File: src/rtl/rxr_pkg.sv
package rxr_pkg;
  typedef enum logic {
    SRC_HOLD = 1'b0,
    SRC_FIFO = 1'b1
  } rx_src_e;
endpackage

File: src/rtl/rxr_fifo_store.sv
module rxr_fifo_store #(
  parameter int DATA_W = 8,
  parameter int DEPTH  = 4
) (
  input  logic              clk_i,
  input  logic              rst_ni,
  input  logic              push_i,
  input  logic [DATA_W-1:0] data_i,
  input  logic              pop_i,
  output logic [DATA_W-1:0] head_o,
  output logic              empty_o,
  output logic              full_o
);
  localparam int AW = (DEPTH > 1) ? $clog2(DEPTH) : 1;

  logic [AW:0]       wptr_q, rptr_q;
  logic [DATA_W-1:0] mem_q [DEPTH];
  logic              do_push, do_pop;

  assign empty_o = (wptr_q == rptr_q);
  assign full_o  = (wptr_q[AW-1:0] == rptr_q[AW-1:0]) && (wptr_q[AW] != rptr_q[AW]);
  assign do_push = push_i && !full_o;
  assign do_pop  = pop_i && !empty_o;
  assign head_o  = mem_q[rptr_q[AW-1:0]];

  for (genvar e = 0; e < DEPTH; e++) begin : g_entry
    always_ff @(posedge clk_i or negedge rst_ni) begin
      if (!rst_ni)                                       mem_q[e] <= '0;
      else if (do_push && wptr_q[AW-1:0] == AW'(e))      mem_q[e] <= data_i;
    end
  end

  always_ff @(posedge clk_i or negedge rst_ni) begin
    if (!rst_ni) begin
      wptr_q <= '0;
      rptr_q <= '0;
    end else begin
      if (do_push) wptr_q <= wptr_q + 1'b1;
      if (do_pop)  rptr_q <= rptr_q + 1'b1;
    end
  end
endmodule

File: src/rtl/rxr_hold_reg.sv
module rxr_hold_reg #(
  parameter int DATA_W = 8
) (
  input  logic              clk_i,
  input  logic              rst_ni,
  input  logic              load_i,
  input  logic [DATA_W-1:0] data_i,
  input  logic              clear_i,
  output logic [DATA_W-1:0] data_o,
  output logic              valid_o
);
  always_ff @(posedge clk_i or negedge rst_ni) begin
    if (!rst_ni) begin
      data_o  <= '0;
      valid_o <= 1'b0;
    end else if (load_i) begin
      data_o  <= data_i;
      valid_o <= 1'b1;
    end else if (clear_i) begin
      valid_o <= 1'b0;
    end
  end
endmodule

File: src/rtl/rxr_status.sv
module rxr_status (
  input  logic clk_i,
  input  logic rst_ni,
  input  logic set_i,
  input  logic clear_i,
  input  logic irq_en_i,
  output logic status_o,
  output logic irq_o
);
  // set wins over clear: a new word is always unread
  always_ff @(posedge clk_i or negedge rst_ni) begin
    if (!rst_ni)      status_o <= 1'b0;
    else if (set_i)   status_o <= 1'b1;
    else if (clear_i) status_o <= 1'b0;
  end

  assign irq_o = status_o & irq_en_i;
endmodule

File: src/rtl/rx_dbg_rdport.sv
module rx_dbg_rdport
  import rxr_pkg::*;
#(
  parameter int DATA_W = 8,
  parameter int DEPTH  = 4
) (
  input  logic              clk_i,
  input  logic              rst_ni,
  input  logic              fifo_en_i,
  input  logic              wr_en_i,
  input  logic [DATA_W-1:0] wr_data_i,
  input  logic              rd_en_i,
  input  logic              dbg_i,
  input  logic              irq_en_i,
  output logic [DATA_W-1:0] rd_data_o,
  output logic              status_o,
  output logic              irq_o
);
  rx_src_e           src;
  logic              app_rd;
  logic              fifo_full, fifo_empty;
  logic [DATA_W-1:0] fifo_head, hold_data;
  logic              hold_valid;
  logic              wr_accept;
  logic              head_avail;
  logic [DATA_W-1:0] head_word;
  logic [DATA_W-1:0] rd_data_q;

  assign src    = fifo_en_i ? SRC_FIFO : SRC_HOLD;
  assign app_rd = rd_en_i && !dbg_i;

  rxr_fifo_store #(.DATA_W(DATA_W), .DEPTH(DEPTH)) u_store (
    .clk_i   (clk_i),
    .rst_ni  (rst_ni),
    .push_i  (wr_en_i && src == SRC_FIFO),
    .data_i  (wr_data_i),
    .pop_i   (app_rd && src == SRC_FIFO),
    .head_o  (fifo_head),
    .empty_o (fifo_empty),
    .full_o  (fifo_full)
  );

  rxr_hold_reg #(.DATA_W(DATA_W)) u_hold (
    .clk_i   (clk_i),
    .rst_ni  (rst_ni),
    .load_i  (wr_en_i && src == SRC_HOLD),
    .data_i  (wr_data_i),
    .clear_i (app_rd && src == SRC_HOLD),
    .data_o  (hold_data),
    .valid_o (hold_valid)
  );

  always_comb begin
    if (src == SRC_FIFO) begin
      wr_accept  = wr_en_i && !fifo_full;
      head_avail = !fifo_empty;
      head_word  = fifo_head;
    end else begin
      wr_accept  = wr_en_i;
      head_avail = hold_valid;
      head_word  = hold_data;
    end
  end

  rxr_status u_status (
    .clk_i    (clk_i),
    .rst_ni   (rst_ni),
    .set_i    (wr_accept),
    .clear_i  (app_rd),
    .irq_en_i (irq_en_i),
    .status_o (status_o),
    .irq_o    (irq_o)
  );

  // debug and application reads share the data path; only app_rd touches state
  always_ff @(posedge clk_i or negedge rst_ni) begin
    if (!rst_ni)                     rd_data_q <= '0;
    else if (rd_en_i && head_avail)  rd_data_q <= head_word;
  end

  assign rd_data_o = rd_data_q;
endmodule

File: config.mk
export PLATFORM = sky130hd
export DESIGN_NAME = rx_dbg_rdport
export DESIGN_NICKNAME = d
export VERILOG_FILES = /design/src/rtl/rxr_pkg.sv /design/src/rtl/rxr_fifo_store.sv /design/src/rtl/rxr_hold_reg.sv /design/src/rtl/rxr_status.sv /design/src/rtl/rx_dbg_rdport.sv
export SDC_FILE = /design/constraint.sdc
export NUM_CORES = 1
export LEC_CHECK = 0
export BUFFER_PORTS_ARGS = -buffer_cell sky130_fd_sc_hd__buf_4
export CAP_MARGIN = 5
export CORE_MARGIN = 8
export CORE_UTILIZATION = 40
export CTS_CLUSTER_DIAMETER = 30
export CTS_CLUSTER_SIZE = 24
export DETAILED_ROUTE_END_ITERATION = 7
export PLACE_DENSITY_LB_ADDON = 0.1
export SYNTH_ARGS = -nofsm -noshare
export SYNTH_HDL_FRONTEND = slang
export SYNTH_SLANG_ARGS = --single-unit
File: constraint.sdc
create_clock -name clk_i -period 1.5 [get_ports clk_i]
set_input_delay 0.3 -clock clk_i [delete_from_list [all_inputs] [get_ports clk_i]]
set_output_delay 0.3 -clock clk_i [all_outputs]
set_load 0.05 [all_outputs]
==> impl_metrics.env, run 1 <==
export IMPL_synthTopCellsByArea="dfrtp_1 (53%), mux2_2 (17%), mux2i_1 (6.0%), nand4_4 (3.2%), nor2_1 (3.1%)"
export IMPL_first_pass_iters=4
export IMPL_crit_arrival_ps=1750
export IMPL_rsz0062_at_grt="true"
export IMPL_cts_tree="yes"
export IMPL_synth_seq_cells=56
export IMPL_fillCellCount=555
export IMPL_regArea_sq_um=1404
export IMPL_setup_slack_ps=-58.47
export IMPL_required_ps=1700
export IMPL_start_util_pct=41.50
export IMPL_drt_total_wl_microns=6115
export IMPL_grt_antenna_before_repair=0
export IMPL_cts_max_level=2
export IMPL_hold_path_class="in2reg"
export IMPL_fin_skew_ps=9.014
export IMPL_syn_nets=217
export IMPL_fin_crit_sh_pct=103.9
export IMPL_boundaryPins=25
export IMPL_hold_viol_final=0
export IMPL_setup_viol=34
export IMPL_clockRootBuffer="clkbuf_8"
export IMPL_drive_above_1_share_pct=49.60
export IMPL_start_kind="flip-flop"
export IMPL_hold_slack_ps=255.3
export IMPL_initialDrtViolationCount=102
export IMPL_syn_area_sq_um=2650
export IMPL_ir_drop_uv=1327
export IMPL_clk_pin_slew_ps=100
export IMPL_final_design_area_no_fill_sq_um=3423
export IMPL_synth_cell_type_count=31
export IMPL_place_hpwl_microns=4054
export IMPL_wl_per_cell_microns=18.70
export IMPL_via_count=1698
export IMPL_num_antenna_cells=0
export IMPL_layout_min_cycle_time_ps=1558
export IMPL_mostFrequentLayoutCells="dfrtp_1 (54), buf_4 (44), mux2_4 (22)"
export IMPL_die_h_microns=97.40
export IMPL_fmax_mhz=641.7
export IMPL_area_delta_synth_final_pct=29.18
export IMPL_p_leak_nw=1.560
export IMPL_seq_area_frac_synth_pct=52.88
export IMPL_cts_buffer_depth=2
export IMPL_power_density_nw_per_um2=2112
export IMPL_final_common_cell="dfrtp_1"
export IMPL_place_area_sq_um=3074
export IMPL_violations="negative setup slack"
export IMPL_grt_usage_pct=12.93
export IMPL_relSlewSlack_pct=73.25
export IMPL_grt_pass1_wl_microns=9853
export IMPL_cts_sinks=56
export IMPL_crit_type="reg2reg"
export IMPL_cp_max_fo=8
export IMPL_dieArea_sq_um=9486
export IMPL_io_buffers=24
export IMPL_drc_errors=0
export IMPL_grt_max_degree=35
export IMPL_final_util_pct=53.61
export IMPL_postSynthAreaPerCell_sq_um=13.45
export IMPL_grt_pass1_vias=1818
export IMPL_core_area_sq_um=6386
export IMPL_ys_warn_count=0
export IMPL_ant_nets=0
export IMPL_yosys_area_top_type="dfrtp_1"
export IMPL_final_max_slew_viol_count=0
export IMPL_via_per_inst=5.193
export IMPL_multi_input_area_sq_um=1374
export IMPL_worstMarginPinSlew_ps=400.7
export IMPL_netlist_area_leader_share_pct=52.88
export IMPL_finalWeightedCongestion=0.7359
export IMPL_cts_buffers_inserted=5
export IMPL_grt_ovfl_total=0
export IMPL_die_w_microns=97.40
export IMPL_max_cap_violations=0
export IMPL_clk_insertion_delay_late_ps=310
export IMPL_std_cell_rows=29
export IMPL_postSynthCellCount=197
export IMPL_setup_worst_path_end_class="flip-flop"
export IMPL_outcome="finished, violations left"
export IMPL_nNetsFinal=269
-- metal layers --
metal / wire, microns / track usage, % / share of wire, %
met2: 3037 / 21.37 / 50
met5: 0 / 0 / 0
met4: 104 / 4.196 / 1.7
met1: 2798 / 16.25 / 46
met3: 175 / 2.845 / 2.9
-- layout make-up --
cell class / instances / area share (%)
Sequential cell: 56 / 41.01
Clock inverter: 2 / 0.2924
Clock buffer: 6 / 2.412
Tap cell: 77 / 2.814
Inverter: 3 / 0.4751
Multi-Input combinational cell: 131 / 40.13
Timing Repair Buffer: 52 / 12.87
-- synth_stat cells --
| library cell | number |
|---|---|
| dfrtp_1 | 56 |
| mux2_2 | 41 |
| nor2_1 | 22 |
| mux2i_1 | 16 |
| a21oi_1 | 9 |
| a211oi_1 | 7 |
| ha_1 | 5 |
| nand4_4 | 4 |
| xnor2_1 | 4 |
| buf_2 | 3 |
| inv_1 | 3 |
| nand2b_1 | 3 |
| buf_4 | 2 |
| nand4_1 | 2 |
| nor2b_1 | 2 |
| o21ai_0 | 2 |
| xnor2_2 | 2 |
| a22o_1 | 1 |
| a41oi_2 | 1 |
| and2_1 | 1 |
| and3_1 | 1 |
| and3_4 | 1 |
| buf_6 | 1 |
| clkbuf_1 | 1 |
| mux2_4 | 1 |
| nand2_1 | 1 |
| nand3_1 | 1 |
| nand3_4 | 1 |
| o22ai_1 | 1 |
| xor2_1 | 1 |
| xor2_2 | 1 |
-- kinds of logic (layout without fill, tap and decap cells) --
kind of cell	after synthesis	after routing	share of synthesized area (%)
mux	58	58	24.03
flops	56	56	52.88
simple gates	39	39	9.868
compound gates	21	21	5.241
buf+inv	10	63	2.124
xor+xnor	8	8	3.494
fa+ha+maj	5	5	2.361
-- critical path, cell delays in order (launching register included) --
cell,delay [ps]
dfrtp_2,460
buf_6,140
buf_4,130
ha_4,150
nand4_4,90
buf_12,150
mux2_4,310
-- flip-flops by register name, indices dropped and copies added (netlist names) --
| name | cells |
|---|---|
| u_hold.valid_o | 1 |
| u_store.mem_q | 32 |
| u_store.wptr_q | 3 |
| u_store.rptr_q | 3 |
| rd_data_o | 8 |
| u_status.status_o | 1 |
| u_hold.data_o | 8 |
-- power by group --
part           internal [mW]  leakage (nW)  total [mW]  switching, mW
Combinational           1.93         0.848        3.76           1.83
Clock                  0.370        0.0510       0.851          0.481
Sequential              2.18         0.661        2.62          0.433
-- what timing repair did --
item	CTS	global route
setup buffers	4	1
hold buffers	1	0
hold endpoints to repair	22	0
cloned	0	1
pin swaps	4	6
gates resized for setup	28	19
endpoints found under the setup margin	40	44
-- worst paths after layout --
path | startpoint | end | slack, ps | cells past startpoint
setup / recovery | u_store.wptr_q[1] | u_store.mem_q[13] | -60 | 6
hold / removal | wr_data_i[4] | u_store.mem_q[20] | 260 | 2
setup reg to reg | u_store.wptr_q[1] | u_store.mem_q[13] | -60 | 6
hold reg to reg | u_store.mem_q[24] | u_store.mem_q[24] | 510 | 1
max in group asynchronous | rst_ni | rd_data_o[7] | 610 | 3
min in group asynchronous | rst_ni | u_store.rptr_q[0] | 410 | 2
-- through the flow --
step / TNS [ps] / std cells / setup slack (ps) / total power, mW
final: -1048 / 327 / -58.47 / 7.230
after global routing: -3121 / 327 / -97.45 / 7.697
after CTS: -1688 / 325 / -79.62 / 7.014
after detailed placement: -1285 / 312 / -75.22 / 5.806
after global placement: -801.9 / 312 / -41.56 / 5.696
after floorplan: -640.5 / 197 / -22.21 / 4.817
Note: power is estimated with default switching activity, not from simulation.
==> run 2, diff against run 1 <==
--- a/config.mk
+++ b/config.mk
@@ -9,6 +9,7 @@
 export CAP_MARGIN = 5
 export CORE_MARGIN = 8
 export CORE_UTILIZATION = 40
+export CTS_BUF_LIST = sky130_fd_sc_hd__clkbuf_2
 export CTS_CLUSTER_DIAMETER = 30
 export CTS_CLUSTER_SIZE = 24
 export DETAILED_ROUTE_END_ITERATION = 7
==> run 2 against run 1 <==
  * The run still ends with negative setup slack left
  * First-iteration DRC count shrank 37%
  * Wire length is essentially flat
  * Core utilization grew 1.1 points
  * Worst hold slack lost 150 ps
  * Total power is essentially flat
  * Largest power group unchanged
  * Global-route usage grew 0.43 points
  * Clock skew grew 11 ps
  * Combinational power grew 6.6%
==> impl_metrics.env, run 2 (same netlist as run 1, synthesis figures left out) <==
export IMPL_outcome="finished, violations left"
export IMPL_violations="negative setup slack"
export IMPL_setup_viol=37
export IMPL_worst_path_buf_inv=1
export IMPL_critical_path_cell_chain="xnor2_4 > nand3_4 > buf_4 > and3_4 > mux2_4"
export IMPL_grt_antenna_before_repair=0
export IMPL_cts_tree="yes"
export IMPL_start_kind="flip-flop"
export IMPL_std_cell_rows=29
export IMPL_clk_pin_slew_ps=280
export IMPL_boundaryPins=25
export IMPL_die_w_microns=97.40
export IMPL_nNetsFinal=272
export IMPL_via_count=1734
export IMPL_layout_min_cycle_time_ps=1578
export IMPL_cp_max_fo=5
export IMPL_timing_rr_end="u_store.wptr_q[1]"
export IMPL_final_common_cell="dfrtp_1"
export IMPL_slowest_delay_ps=510
export IMPL_power_frac_comb_pct=55.5
export IMPL_grt_pass1_wl_microns=10220
export IMPL_drive_above_1_share_pct=54.55
export IMPL_power_mw=7.223
export IMPL_setup_worst_path_end_class="flip-flop"
export IMPL_critical_path_top_delay_family="flip-flops"
export IMPL_required_ps=1870
export IMPL_grt_pass1_vias=1863
export IMPL_fin_crit_sh_pct=105.2
export IMPL_die_h_microns=97.40
export IMPL_drt_total_wl_microns=6112
export IMPL_worstMarginPinSlew_ps=387.8
export IMPL_regToRegStartpoint="u_store.wptr_q[1]"
export IMPL_largest_register_ffs=32
export IMPL_wl_per_cell_microns=18.52
export IMPL_dieArea_sq_um=9486
export IMPL_fin_setup_tns_ps=-1963
export IMPL_grt_max_degree=35
export IMPL_num_antenna_cells=0
export IMPL_ant_nets=0
export IMPL_rrSetupSlack_ps=-80
export IMPL_initialDrtViolationCount=64
export IMPL_setup_slack_ps=-77.96
export IMPL_start_util_pct=41.50
export IMPL_area_delta_synth_final_pct=31.73
export IMPL_p_sw_share_pct=39.18
export IMPL_grt_usage_pct=13.37
export IMPL_p_switching_mw=2.830
export IMPL_crit_arrival_ps=1950
export IMPL_pre_cts_slack_ps=-75.22
export IMPL_hold_viol_final=0
export IMPL_grt_ovfl_total=0
export IMPL_rsz0062_at_grt="true"
export IMPL_cts_sinks=56
export IMPL_cts_max_level=2
export IMPL_clkPwrFrac_pct=7.8
export IMPL_final_max_slew_viol_count=0
export IMPL_ir_drop_uv=1016
export IMPL_core_area_sq_um=6386
export IMPL_first_pass_iters=4
export IMPL_crit_end="u_store.wptr_q[1]"
export IMPL_finalWeightedCongestion=0.7359
export IMPL_top_register="u_store.mem_q"
export IMPL_internal_power_mw=4.393
export IMPL_ff2ff_path_depth=5
export IMPL_place_hpwl_microns=4054
export IMPL_fmax_mhz=633.7
export IMPL_mostFrequentLayoutCells="dfrtp_1 (54), buf_4 (43), mux2_4 (24)"
export IMPL_crit_start="u_store.wptr_q[1]"
export IMPL_cts_buffers_inserted=5
export IMPL_via_per_inst=5.255
export IMPL_hold_path_class="in2reg"
export IMPL_fin_skew_ps=19.88
export IMPL_clk_insertion_delay_late_ps=440
export IMPL_crit_type="reg2reg"
export IMPL_max_cap_violations=0
export IMPL_clockRootBuffer="clkbuf_2"
export IMPL_relSlewSlack_pct=74.12
export IMPL_critPathSlowestCell="dfrtp_2"
export IMPL_power_density_nw_per_um2=2069
export IMPL_p_leak_nw=1.580
export IMPL_cts_buffer_depth=2
export IMPL_p_seq_share_pct=36.8
export IMPL_io_buffers=24
export IMPL_path_depth=5
export IMPL_drc_errors=0
export IMPL_hold_slack_ps=106.8
==> run 2: changes by cell type in the layout (fill, tap and decap cells not counted), moves of 3 or more <==
cell      previous run  this run
nor2_1              21        14
clkbuf_2             0         5
nor2_4               1         6
a21oi_1              6         3
clkbuf_8             6         0
a21oi_2              3         6
==> run 2: how the worst min path moves through the flow <==
stage	depth (start not counted)	slack [ps]	endpoint	start
2_1_floorplan	0	4	rd_data_o[0]	rst_ni
6_report	2	110	u_store.mem_q[12]	wr_data_i[4]
5_1_grt	2	40	u_store.mem_q[20]	wr_data_i[4]
3_3_place_gp	1	210	u_store.rptr_q[0]	rst_ni
4_1_cts	2	80	u_store.mem_q[12]	wr_data_i[4]
3_5_place_dp	1	220	u_store.rptr_q[0]	rst_ni
==> run 2: power groups by stage <==
stage | Clock, mW | Combinational [mW] | Sequential (mW)
detailed placement | 0 | 3.20 | 2.61
CTS | 0.586 | 3.80 | 2.60
floorplan | 0 | 1.87 | 2.95
global placement | 0 | 3.13 | 2.57
finish | 0.560 | 4.01 | 2.66
global route | 0.665 | 4.31 | 2.74
==> run 2: worst reg2reg max path, stage by stage, from the launching register on <==
cell,delay [ps]
dfrtp_2,510
xnor2_4,220
nand3_4,170
buf_4,180
and3_4,150
mux2_4,290
==> run 2: routing by layer <==
layer  GRT usage, %  vias up  wire length, microns
met2          22.30       21                  3126
met4          3.497        0                    59
li1               -      809                     -
met1          17.03      897                  2770
met5              0        -                     0
met3          2.774        7                   156
==> run 2: through the flow <==
stage	instance area [sq um]	instances	utilization, %
after floorplan	2673	197	-
after global placement	3074	312	48.14
after detailed placement	3074	312	48.14
after CTS	3381	327	52.94
after global routing	3491	330	54.66
final	3491	330	54.66
==> run 2: final cells by class <==
| cell class | instances | area (sq um) |
|---|---|---|
| flip-flops and latches | 56 | 1404 |
| clock inverters | 3 | 13.76 |
| inverters | 3 | 18.77 |
| repair buffers | 55 | 490.5 |
| fillers | 556 | 2895 |
| well taps | 77 | 96.34 |
| clock buffers | 5 | 25.02 |
| multi-input cells | 131 | 1443 |
==> run 2: what timing repair did <==
| action | in CTS | in global routing |
|---|---|---|
| setup endpoints to repair | 43 | 45 |
| setup buffers | 5 | 3 |
| endpoints found under the hold margin | 24 | 0 |
| pin swaps | 12 | 9 |
| gates cloned | 1 | 0 |
| resized for setup | 49 | 24 |
| hold buffers | 1 | 0 |
